<file path="config.mk">
export PLATFORM = sky130hd
export DESIGN_NAME = addr_region_detect
export DESIGN_NICKNAME = d
export VERILOG_FILES = /design/src/rtl/region_pkg.sv /design/src/rtl/reg_run_counter.sv /design/src/rtl/reg_region_fsm.sv /design/src/rtl/addr_region_detect.sv
export SDC_FILE = /design/constraint.sdc
export NUM_CORES = 1
export LEC_CHECK = 0
export ABC_AREA = 1
export BUFFER_PORTS_ARGS = -buffer_cell sky130_fd_sc_hd__clkbuf_2
export CAP_MARGIN = 10
export CORE_AREA = 5 5 42 44
export CTS_CLUSTER_SIZE = 12
export DETAILED_ROUTE_END_ITERATION = 10
export DIE_AREA = 0 0 47 49
export GPL_TIMING_DRIVEN = 0
export SLEW_MARGIN = 40
export SYNTH_ARGS = -nofsm -noshare
export SYNTH_HDL_FRONTEND = slang
export SYNTH_SLANG_ARGS = --single-unit
</file>
<file path="constraint.sdc">
create_clock -name m2_clk -period 1.6 [get_ports m2_clk]
set_clock_uncertainty 0.15 [all_clocks]
set_input_delay 0.4 -clock m2_clk [delete_from_list [all_inputs] [get_ports m2_clk]]
set_output_delay 0.4 -clock m2_clk [all_outputs]
set_load 0.01 [all_outputs]
</file>
<file path="src/rtl/region_pkg.sv">
package region_pkg;
    typedef enum logic {
        REG_BG  = 1'b0,
        REG_SPR = 1'b1
    } region_e;
endpackage

</file>
<file path="src/rtl/reg_run_counter.sv">
module reg_run_counter #(
    parameter int CNT_W = 4
) (
    input  logic             clk,
    input  logic             rst_n,
    input  logic             addr_bit,
    input  logic             prev_spr,
    output logic [CNT_W-1:0] cnt_q,
    output logic             at_term
);
    localparam logic [CNT_W-1:0] TERM = {CNT_W{1'b1}};

    logic [CNT_W-1:0] cnt_d;

    // Saturating run counter, cleared by any high sample
    always_comb begin
        cnt_d = cnt_q;
        if (addr_bit) begin
            cnt_d = '0;
        end else if (prev_spr && (cnt_q != TERM)) begin
            cnt_d = cnt_q + 1'b1;
        end
    end

    always_ff @(negedge clk or negedge rst_n) begin
        if (!rst_n) begin
            cnt_q <= '0;
        end else begin
            cnt_q <= cnt_d;
        end
    end

    assign at_term = (cnt_q == TERM);

    a_r3_clear_on_high: assert property (@(negedge clk) disable iff (!rst_n)
        addr_bit |=> (cnt_q == '0));

    a_r4_saturate: assert property (@(negedge clk) disable iff (!rst_n)
        (at_term && !addr_bit) |=> (cnt_q == TERM));

    a_r4_hold_in_bg: assert property (@(negedge clk) disable iff (!rst_n)
        (!prev_spr && !addr_bit) |=> $stable(cnt_q));
endmodule

</file>
<file path="src/rtl/reg_region_fsm.sv">
module reg_region_fsm
    import region_pkg::*;
(
    input  logic clk,
    input  logic rst_n,
    input  logic addr_bit,
    input  logic at_term,
    output logic spr,
    output logic spr_prev,
    output logic enter_pulse
);
    region_e st_q, st_d;
    logic    prev_q;
    logic    pulse_q;

    // Next-state logic
    always_comb begin
        st_d = st_q;
        unique case (st_q)
            REG_BG:  if (addr_bit)              st_d = REG_SPR;
            REG_SPR: if (!addr_bit && at_term)  st_d = REG_BG;
            default:                            st_d = REG_BG;
        endcase
    end

    // State register
    always_ff @(negedge clk or negedge rst_n) begin
        if (!rst_n) begin
            st_q <= REG_BG;
        end else begin
            st_q <= st_d;
        end
    end

    // Registered outputs derived from the old state
    always_ff @(negedge clk or negedge rst_n) begin
        if (!rst_n) begin
            prev_q  <= 1'b0;
            pulse_q <= 1'b0;
        end else begin
            prev_q  <= (st_q == REG_SPR);
            pulse_q <= (st_q == REG_BG) && (st_d == REG_SPR);
        end
    end

    assign spr         = (st_q == REG_SPR);
    assign spr_prev    = prev_q;
    assign enter_pulse = pulse_q;

    a_r2_enter: assert property (@(negedge clk) disable iff (!rst_n)
        ((st_q == REG_BG) && addr_bit) |=> (st_q == REG_SPR));

    a_r5_stay_spr: assert property (@(negedge clk) disable iff (!rst_n)
        ((st_q == REG_SPR) && !(at_term && !addr_bit)) |=> (st_q == REG_SPR));

    a_r7_pulse_context: assert property (@(negedge clk) disable iff (!rst_n)
        pulse_q |-> ((st_q == REG_SPR) && !prev_q));

    a_r6_prev_tracks: assert property (@(negedge clk) disable iff (!rst_n)
        spr |=> prev_q);
endmodule

</file>
<file path="src/rtl/addr_region_detect.sv">
module addr_region_detect #(
    parameter int CNT_W = 4
) (
    input  logic             m2_clk,
    input  logic             por_n,
    input  logic             addr_line,
    output logic             in_sprite,
    output logic             in_sprite_prev,
    output logic [CNT_W-1:0] run_count,
    output logic             enter_sprite
);
    logic spr_w;
    logic term_w;

    reg_run_counter #(.CNT_W(CNT_W)) u_cnt (
        .clk      (m2_clk),
        .rst_n    (por_n),
        .addr_bit (addr_line),
        .prev_spr (spr_w),
        .cnt_q    (run_count),
        .at_term  (term_w)
    );

    reg_region_fsm u_fsm (
        .clk         (m2_clk),
        .rst_n       (por_n),
        .addr_bit    (addr_line),
        .at_term     (term_w),
        .spr         (spr_w),
        .spr_prev    (in_sprite_prev),
        .enter_pulse (enter_sprite)
    );

    assign in_sprite = spr_w;

    a_r8_reset_quiet: assert property (@(negedge m2_clk) disable iff (!por_n)
        enter_sprite |=> !enter_sprite);
endmodule

</file>
==> flow_summary.toml, run 1 <==
[synth]
synthCells = 33
syn-cell-area_um2 = 308
synth_fp_nets = 37
avgSynthCellArea_um2 = 9.33
ys_seq_area_frac = 0.569
ys_seq_elements = 7
ys_warn_count = 0
synthDistinctLibCells = 12

[critical_path]
crit_buf_inv = 1
crit_path_top_delay_cell = "dfrtn_1"
r2r-end = "u_cnt.cnt_q[3]"
cpPeakStageDelay_ns = 0.41
r2r_start = "u_cnt.cnt_q[0]"
reg2reg_depth = 8
arrival_ns = 1.61
path_class = "reg2out"
path_cells = "buf_2"
crit_family = "flip-flops"
crit_path_max_fanout = 2
end_kind = "output port"
rrSetupSlack_ns = 0.16
critPathLaunchType = "flip-flop"
cp.required_ns = 1.05

[floorplanning]
core_area_mm2 = 0.00140
die-area_mm2 = 0.00230
fp.dieW_um = 47
die_h_um = 49
boundaryPins = 10
start_util = 0.220
num_rows = 14

[run_status]
violations = "negative setup slack"
status = "finished, violations left"

[clock_network]
cts.path.max_buffers = 2
cts.sinks = 7
cts_tree = "done"
clk_pin_slew_ns = 0.04
cts-root-buf = "clkbuf_4"
insertion_delay_ns = 0.26
cts_htree_levels = 1
cts_buffers = 3
hold_buffers = 0

[sta]
rsz0062_at_grt = "yes"
relSlewSlack = 0.882
setup_ws_ns = -0.556
finalSetupViolCount = 7
hold_viol = 0
tightest_slew_ns = 0.178
finalMaxSlewViolations = 0

[detailed_routing]
avgRoutedWirePerCell_um = 9.13
drt_first_iter_violations = 3
ant_nets = 0
vias = 282
drt_first_pass_iters = 2
route.detailed.drc = 0
viasPerCell = 4.21
wirelength_um = 612

[grt]
grt_pass1_vias = 251
grt_pass1_wl_um = 986
grt_antenna_before_repair = 0
grtUsageTotal = 0.0637
grt_max_degree = 8
overflow = 0

[pwr]
leakagePower_uw = 0.000265
p_sw_uw = 99.2
switching_share = 0.244
p_clk_frac = 0.396
power.density_mw_per_mm2 = 817
pwr-share-seq = 0.461
ir_drop_mv = 0.320
p_total_uw = 407
p_int_uw = 307
comb_power_share = 0.143

[place]
place.gp.congestion = 0.655
placedCellCount = 58
port_buffers = 9
post-dp-hpwl_um = 463

[cells_and_area]
area_growth_pct = 61.8
n_antenna_cell = 0
drive_gt1_frac = 0.510
nets = 56
stdcell_count = 67

[min_path]
min_from = "u_fsm.spr"
hold_depth = 1
hold_end = "u_fsm.spr_prev"
worstHoldPathType = "reg2reg"

[job]
maxCapViolations = 0
through the flow:
step | hold WS (ns) | TNS, ns | utilization | setup WS, ns | area (um^2)
2_1_floorplan | 0.277 | -1.90 | - | -0.248 | 337
3_3_place_gp | 0.236 | -4.26 | 0.287 | -0.391 | 402
3_5_place_dp | 0.236 | -4.33 | 0.287 | -0.407 | 402
4_1_cts | 0.290 | -3.82 | 0.346 | -0.572 | 485
5_1_grt | 0.303 | -3.94 | 0.355 | -0.590 | 498
6_report | 0.283 | -3.71 | 0.355 | -0.556 | 498
final cells by class:
class	count	area, um^2
fill	152	903
sequential	7	175
multi-input combinational	22	135
timing repair buffer	14	103
inverter	4	38.8
clock buffer	4	26.3
tap	16	20.0
synthesized netlist by cell type:
cell / number / area (um^2)
nand2_1: 10 / 37.5
dfrtn_1: 7 / 175
nand3_1: 4 / 20.0
inv_2: 2 / 7.51
nand4_1: 2 / 12.5
nor2_1: 2 / 7.51
clkinv_2: 1 / 5.00
ha_1: 1 / 12.5
inv_1: 1 / 3.75
nand2_2: 1 / 6.26
nand2_4: 1 / 11.3
xor2_1: 1 / 8.76
placed cells by master (no fill, tap or decap), drive strengths merged:
cell / count
dfrtn: 7
nor2: 2
nand4: 2
ha: 1
buf: 12
nand2: 12
nand3: 4
clkbuf: 6
inv: 4
xor2: 1
kinds of logic after synthesis:
family        after synthesis  share of synthesized area
xor+xnor                    1                     0.0285
fa+ha+maj                   1                     0.0406
buf+inv                     4                     0.0528
flops                       7                      0.569
simple gates               20                      0.309
power groups by stage:
stage                     logic (uW)  registers, uW  clock network, uW
after CTS                       57.5            188                167
after floorplan                 16.8            198                  0
after global routing            64.5            188                181
after global placement          36.3            196                  0
after detailed placement        37.3            197                  0
final                           58.1            188                161
flip-flops by register name, indices dropped and copies added, names as in the netlist:
signal,count
u_fsm.enter_pulse,1
u_fsm.spr,1
u_fsm.spr_prev,1
u_cnt.cnt_q,4
worst max path at each step:
stage	from	end	slack, ns	depth (start not counted)
floorplan	u_cnt.cnt_q[2]	run_count[2]	-0.25	0
global placement	u_cnt.cnt_q[2]	run_count[2]	-0.39	1
detailed placement	u_cnt.cnt_q[2]	run_count[2]	-0.41	1
CTS	u_cnt.cnt_q[0]	run_count[0]	-0.57	1
global route	u_cnt.cnt_q[0]	run_count[0]	-0.59	1
finish	u_cnt.cnt_q[0]	run_count[0]	-0.56	1
per-layer routing:
| metal | track usage | wire length (um) |
|---|---|---|
| met1 | 0.0871 | 291 |
| met2 | 0.0747 | 249 |
| met3 | 0.0221 | 55 |
| met4 | 0.0553 | 15 |
| met5 | 0 | 0 |
what timing repair did:
action                                  CTS  global route
endpoints found under the setup margin   11            11
resized for setup                         3            12
setup buffers                             5             0
Power figures use the tool's default switching activity.
==> run 2: changes to the inputs <==
Settings changed: ABC_AREA 1 to not set.
==> flow_summary.toml, run 2 <==
[critical_path]
reg2reg_depth = 6
crit_path_max_fanout = 2
crit_buf_inv = 1
path_cells = "buf_2"
rrSetupSlack_ns = -0.09
path_class = "reg2out"
crit_start = "u_cnt.cnt_q[0]"
endpoint = "run_count[0]"
end_kind = "output port"
crit_family = "flip-flops"
r2r-end = "u_cnt.cnt_q[0]"
r2r_start = "u_cnt.cnt_q[0]"
worst-path-stages = 1
critPathLaunchType = "flip-flop"
arrival_ns = 1.61
cp.required_ns = 1.05
crit_path_top_delay_cell = "dfrtn_1"
cpPeakStageDelay_ns = 0.42

[detailed_routing]
drt_first_iter_violations = 0
ant_nets = 0
viasPerCell = 4.28
drt_first_pass_iters = 1
vias = 274
wirelength_um = 779
route.detailed.drc = 0
avgRoutedWirePerCell_um = 12.2

[synth]
synth-simple-area-share = 0.283
syn-cell-area_um2 = 318
synth_compound_area_frac = 0.0472
synthDistinctLibCells = 17
synth_edf_count = 0
ys.flop_type = "dfrtn_1"
post-synth-top-area-cell = "dfrtn_1"
synth_fp_nets = 29
synthMostInstantiatedCell = "dfrtn_1"
ys_warn_count = 0
synthMuxAreaShare = 0.0787
synth_top_family_by_area = "simple AND/OR/NAND/NOR gates"
synth.top_cells.by_area = "dfrtn_1, mux2_4, nor2b_4, ha_1, nand2b_1"
synth_xor_area_frac = 0
avgSynthCellArea_um2 = 12.7
synthTopCellsByCount = "dfrtn_1, a21oi_1, nand2b_1"
ys_seq_area_frac = 0.551
synth_fa_ha_area_frac = 0.0394
ys_seq_elements = 7
synthCells = 25
synth_top_area_frac = 0.551
async_reset_ff_frac = 1.00

[grt]
grtUsageTotal = 0.0652
overflow = 0
grt_max_degree = 8
grt_pass1_vias = 260
grt_antenna_before_repair = 0
grt_pass1_wl_um = 1070

[sta]
rsz0062_at_grt = "yes"
tightest_slew_ns = 0.198
setup_ws_ns = -0.563
finalMaxSlewViolations = 0
finalSetupViolCount = 9
relSlewSlack = 0.868
hold_viol = 0

[clock_network]
cts.path.max_buffers = 2
clk_pin_slew_ns = 0.04
cts_htree_levels = 1
cts_buffers = 3
cts.sinks = 7
cts-root-buf = "clkbuf_4"
insertion_delay_ns = 0.27
cts_tree = "done"

[cells_and_area]
n_antenna_cell = 0
drive_gt1_frac = 0.604
area_growth_pct = 73.2
nets = 53
final_cell_mix = "buf_4, dfrtn_1, buf_6"
top_register = "u_cnt.cnt_q"
stdcell_count = 64
finish.utilization = 0.393
largest_register_ffs = 4

[pwr]
leakagePower_uw = 0.000280
power.density_mw_per_mm2 = 782
ir_drop_mv = 0.439
p_total_uw = 430

[run_status]
violations = "negative setup slack"
status = "finished, violations left"

[floorplanning]
num_rows = 14
die-area_mm2 = 0.00230
start_util = 0.227
fp.dieW_um = 47
die_h_um = 49
boundaryPins = 10
core_area_mm2 = 0.00140

[min_path]
worstHoldPathType = "reg2reg"
hold_depth = 1

[place]
placedCellCount = 50
dp_slack_ns = -0.505
port_buffers = 9
place.gp.congestion = 0.653

[job]
maxCapViolations = 0
-- run 2: power by group --
part | internal (uW) | leakage [uW] | total, uW | switching, uW
clock | 95.5 | 0.0000150 | 165 | 69.9
combinational | 44.2 | 0.000180 | 75.9 | 31.8
sequential | 185 | 0.0000848 | 189 | 4.01
-- run 2: worst min path at each step --
stage,endpoint,from
2_1_floorplan,u_fsm.enter_pulse,u_fsm.spr
3_3_place_gp,u_fsm.spr_prev,u_fsm.spr
3_5_place_dp,u_fsm.spr_prev,u_fsm.spr
4_1_cts,u_fsm.spr_prev,u_fsm.spr
5_1_grt,u_fsm.spr_prev,u_fsm.spr
6_report,u_fsm.spr_prev,u_fsm.spr
-- run 2: layer usage --
metal / routed length (um) / share of wire / up-vias / GRT usage
met4: 0 / 0 / 0 / 0.0138
met2: 369 / 0.47 / 13 / 0.0905
met5: 0 / 0 / - / 0
met3: 99 / 0.13 / 0 / 0.0664
li1: - / - / 133 / -
met1: 310 / 0.40 / 128 / 0.0694
-- run 2: cell families after synthesis --
| family | Yosys count |
|---|---|
| AND/OR/NAND/NOR | 12 |
| flip-flops | 7 |
| AO/OA/AOI/OAI | 3 |
| multiplexers | 2 |
| adder cells (fa/ha/maj) | 1 |
-- run 2: through the flow --
stage | hold WS [ns] | TNS [ns] | instance area [um^2]
2_1_floorplan | 0.308 | -1.98 | 318
3_3_place_gp | 0.292 | -3.83 | 383
3_5_place_dp | 0.319 | -3.88 | 383
4_1_cts | 0.331 | -4.04 | 484
5_1_grt | 0.384 | -4.24 | 551
6_report | 0.352 | -4.05 | 551
-- run 2: area by class of cell --
| class | count | area (um^2) |
|---|---|---|
| Clock buffer | 4 | 26.3 |
| Fill cell | 148 | 851 |
| Multi-Input combinational cell | 18 | 165 |
| Sequential cell | 7 | 175 |
| Tap cell | 16 | 20.0 |
| Timing Repair Buffer | 19 | 164 |
-- run 2: repair_timing --
action | in CTS | in global routing
buffers inserted | 7 | 3
resized for setup | 4 | 14
hold buffers | 0 | 0
setup endpoints to repair | 9 | 10
==> run 3: changes to the inputs <==
Settings changed: CORE_AREA 5 5 42 44 to 2 2 39 41, DIE_AREA 0 0 47 49 to 0 0 41 43.
==> flow_summary.toml, run 3 (synthesized netlist as in run 2, its figures left out) <==
[clock_network]
insertion_delay_ns = 0.26
cts.sinks = 7
clk_pin_slew_ns = 0.04
cts_buffers = 3
cts-root-buf = "clkbuf_4"
cts_tree = "done"
cts.path.max_buffers = 2
cts_htree_levels = 1

[detailed_routing]
drt_first_iter_violations = 3
vias = 270
wirelength_um = 704
drt_first_pass_iters = 4
route.detailed.drc = 0
ant_nets = 0
viasPerCell = 4.29
avgRoutedWirePerCell_um = 11.2

[pwr]
leakagePower_uw = 0.000283
p_clk_frac = 0.379
comb_power_share = 0.182
pwr-share-seq = 0.439
p_int_uw = 327
power.density_mw_per_mm2 = 775
p_sw_uw = 105
ir_drop_mv = 0.360
switching_share = 0.243

[floorplanning]
fp.dieW_um = 41
boundaryPins = 10
start_util = 0.230
num_rows = 14
die_h_um = 43
core_area_mm2 = 0.00138
die-area_mm2 = 0.00176

[critical_path]
arrival_ns = 1.63
path_class = "reg2out"
critPathLaunchType = "flip-flop"
path_cells = "buf_2"
end_kind = "output port"
crit_family = "flip-flops"
crit_path_max_fanout = 2
cp.required_ns = 1.05
crit_buf_inv = 1
reg2reg_depth = 6
crit_path_top_delay_cell = "dfrtn_1"
cpPeakStageDelay_ns = 0.43
worst-path-stages = 1

[place]
place.gp.congestion = 0.643
port_buffers = 9
post-dp-hpwl_um = 409
dp_slack_ns = -0.506

[cells_and_area]
area_growth_pct = 75.2
drive_gt1_frac = 0.617
final_common_cell = "dfrtn_1"
n_antenna_cell = 0
nets = 52
final_cell_mix = "dfrtn_1, buf_6, buf_4"
largest_register_ffs = 4
fillCellCount = 143
top_register = "u_cnt.cnt_q"

[sta]
finalSetupViolCount = 8
tns_ns = -3.96
hold_viol = 0
relSlewSlack = 0.880
rsz0062_at_grt = "yes"
finalMaxSlewViolations = 0
setup_ws_ns = -0.576
tightest_slew_ns = 0.180

[grt]
overflow = 0
grt_max_degree = 8
grt_pass1_wl_um = 1150
grt_antenna_before_repair = 0
grtUsageTotal = 0.0998
grt_pass1_vias = 264

[min_path]
worstHoldPathType = "reg2reg"
hold_depth = 1

[run_status]
status = "finished, violations left"
violations = "negative setup slack"

[job]
maxCapViolations = 0
run 3: area by class of cell:
type | count | area [um^2] | area share
repair buffers | 18 | 163 | 0.292
multi-input cells | 18 | 173 | 0.310
clock buffers | 4 | 26.3 | 0.0472
flip-flops and latches | 7 | 175 | 0.315
well taps | 16 | 20.0 | 0.0360
run 3: stage by stage:
stage,cell area (um^2),hold WS (ns),total power [uW],util,instances
2_1_floorplan,318,0.308,212,-,25
3_3_place_gp,383,0.295,228,0.277,50
3_5_place_dp,383,0.298,229,0.277,50
4_1_cts,484,0.314,413,0.350,61
5_1_grt,557,0.335,457,0.402,63
6_report,557,0.311,432,0.402,63
run 3: worst paths after layout:
check	from	to	slack [ns]
max	u_cnt.cnt_q[0]	run_count[0]	-0.58
min	u_fsm.spr	u_fsm.spr_prev	0.31
max reg2reg	u_cnt.cnt_q[0]	u_cnt.cnt_q[0]	-0.11
min reg2reg	u_fsm.spr	u_fsm.spr_prev	0.31
max in group asynchronous	por_n	u_cnt.cnt_q[1]	0.60
min in group asynchronous	por_n	u_fsm.spr_prev	0.50
run 3: repair_timing:
action,CTS,global route
endpoints found under the setup margin,9,10
hold buffers,0,0
buffers inserted,7,2
pin swaps,0,0
resized for setup,4,17
run 3: power by group through the flow:
stage	Sequential [uW]	Combinational, uW	Clock, uW
after floorplan	197	14.5	0
after global placement	195	32.5	0
after detailed placement	196	33.3	0
after CTS	189	56.2	168
after global routing	190	85.1	182
final	190	78.4	164
run 3: layer usage:
| layer | up-vias | routed length, um | part of all wire | GRT usage |
|---|---|---|---|---|
| met3 | 0 | 67 | 0.095 | 0.0785 |
| met5 | - | 0 | 0 | 0 |
| met1 | 123 | 283 | 0.40 | 0.124 |
| met2 | 15 | 352 | 0.50 | 0.134 |
| li1 | 132 | - | - | - |
| met4 | 0 | 0 | 0 | 0.0200 |
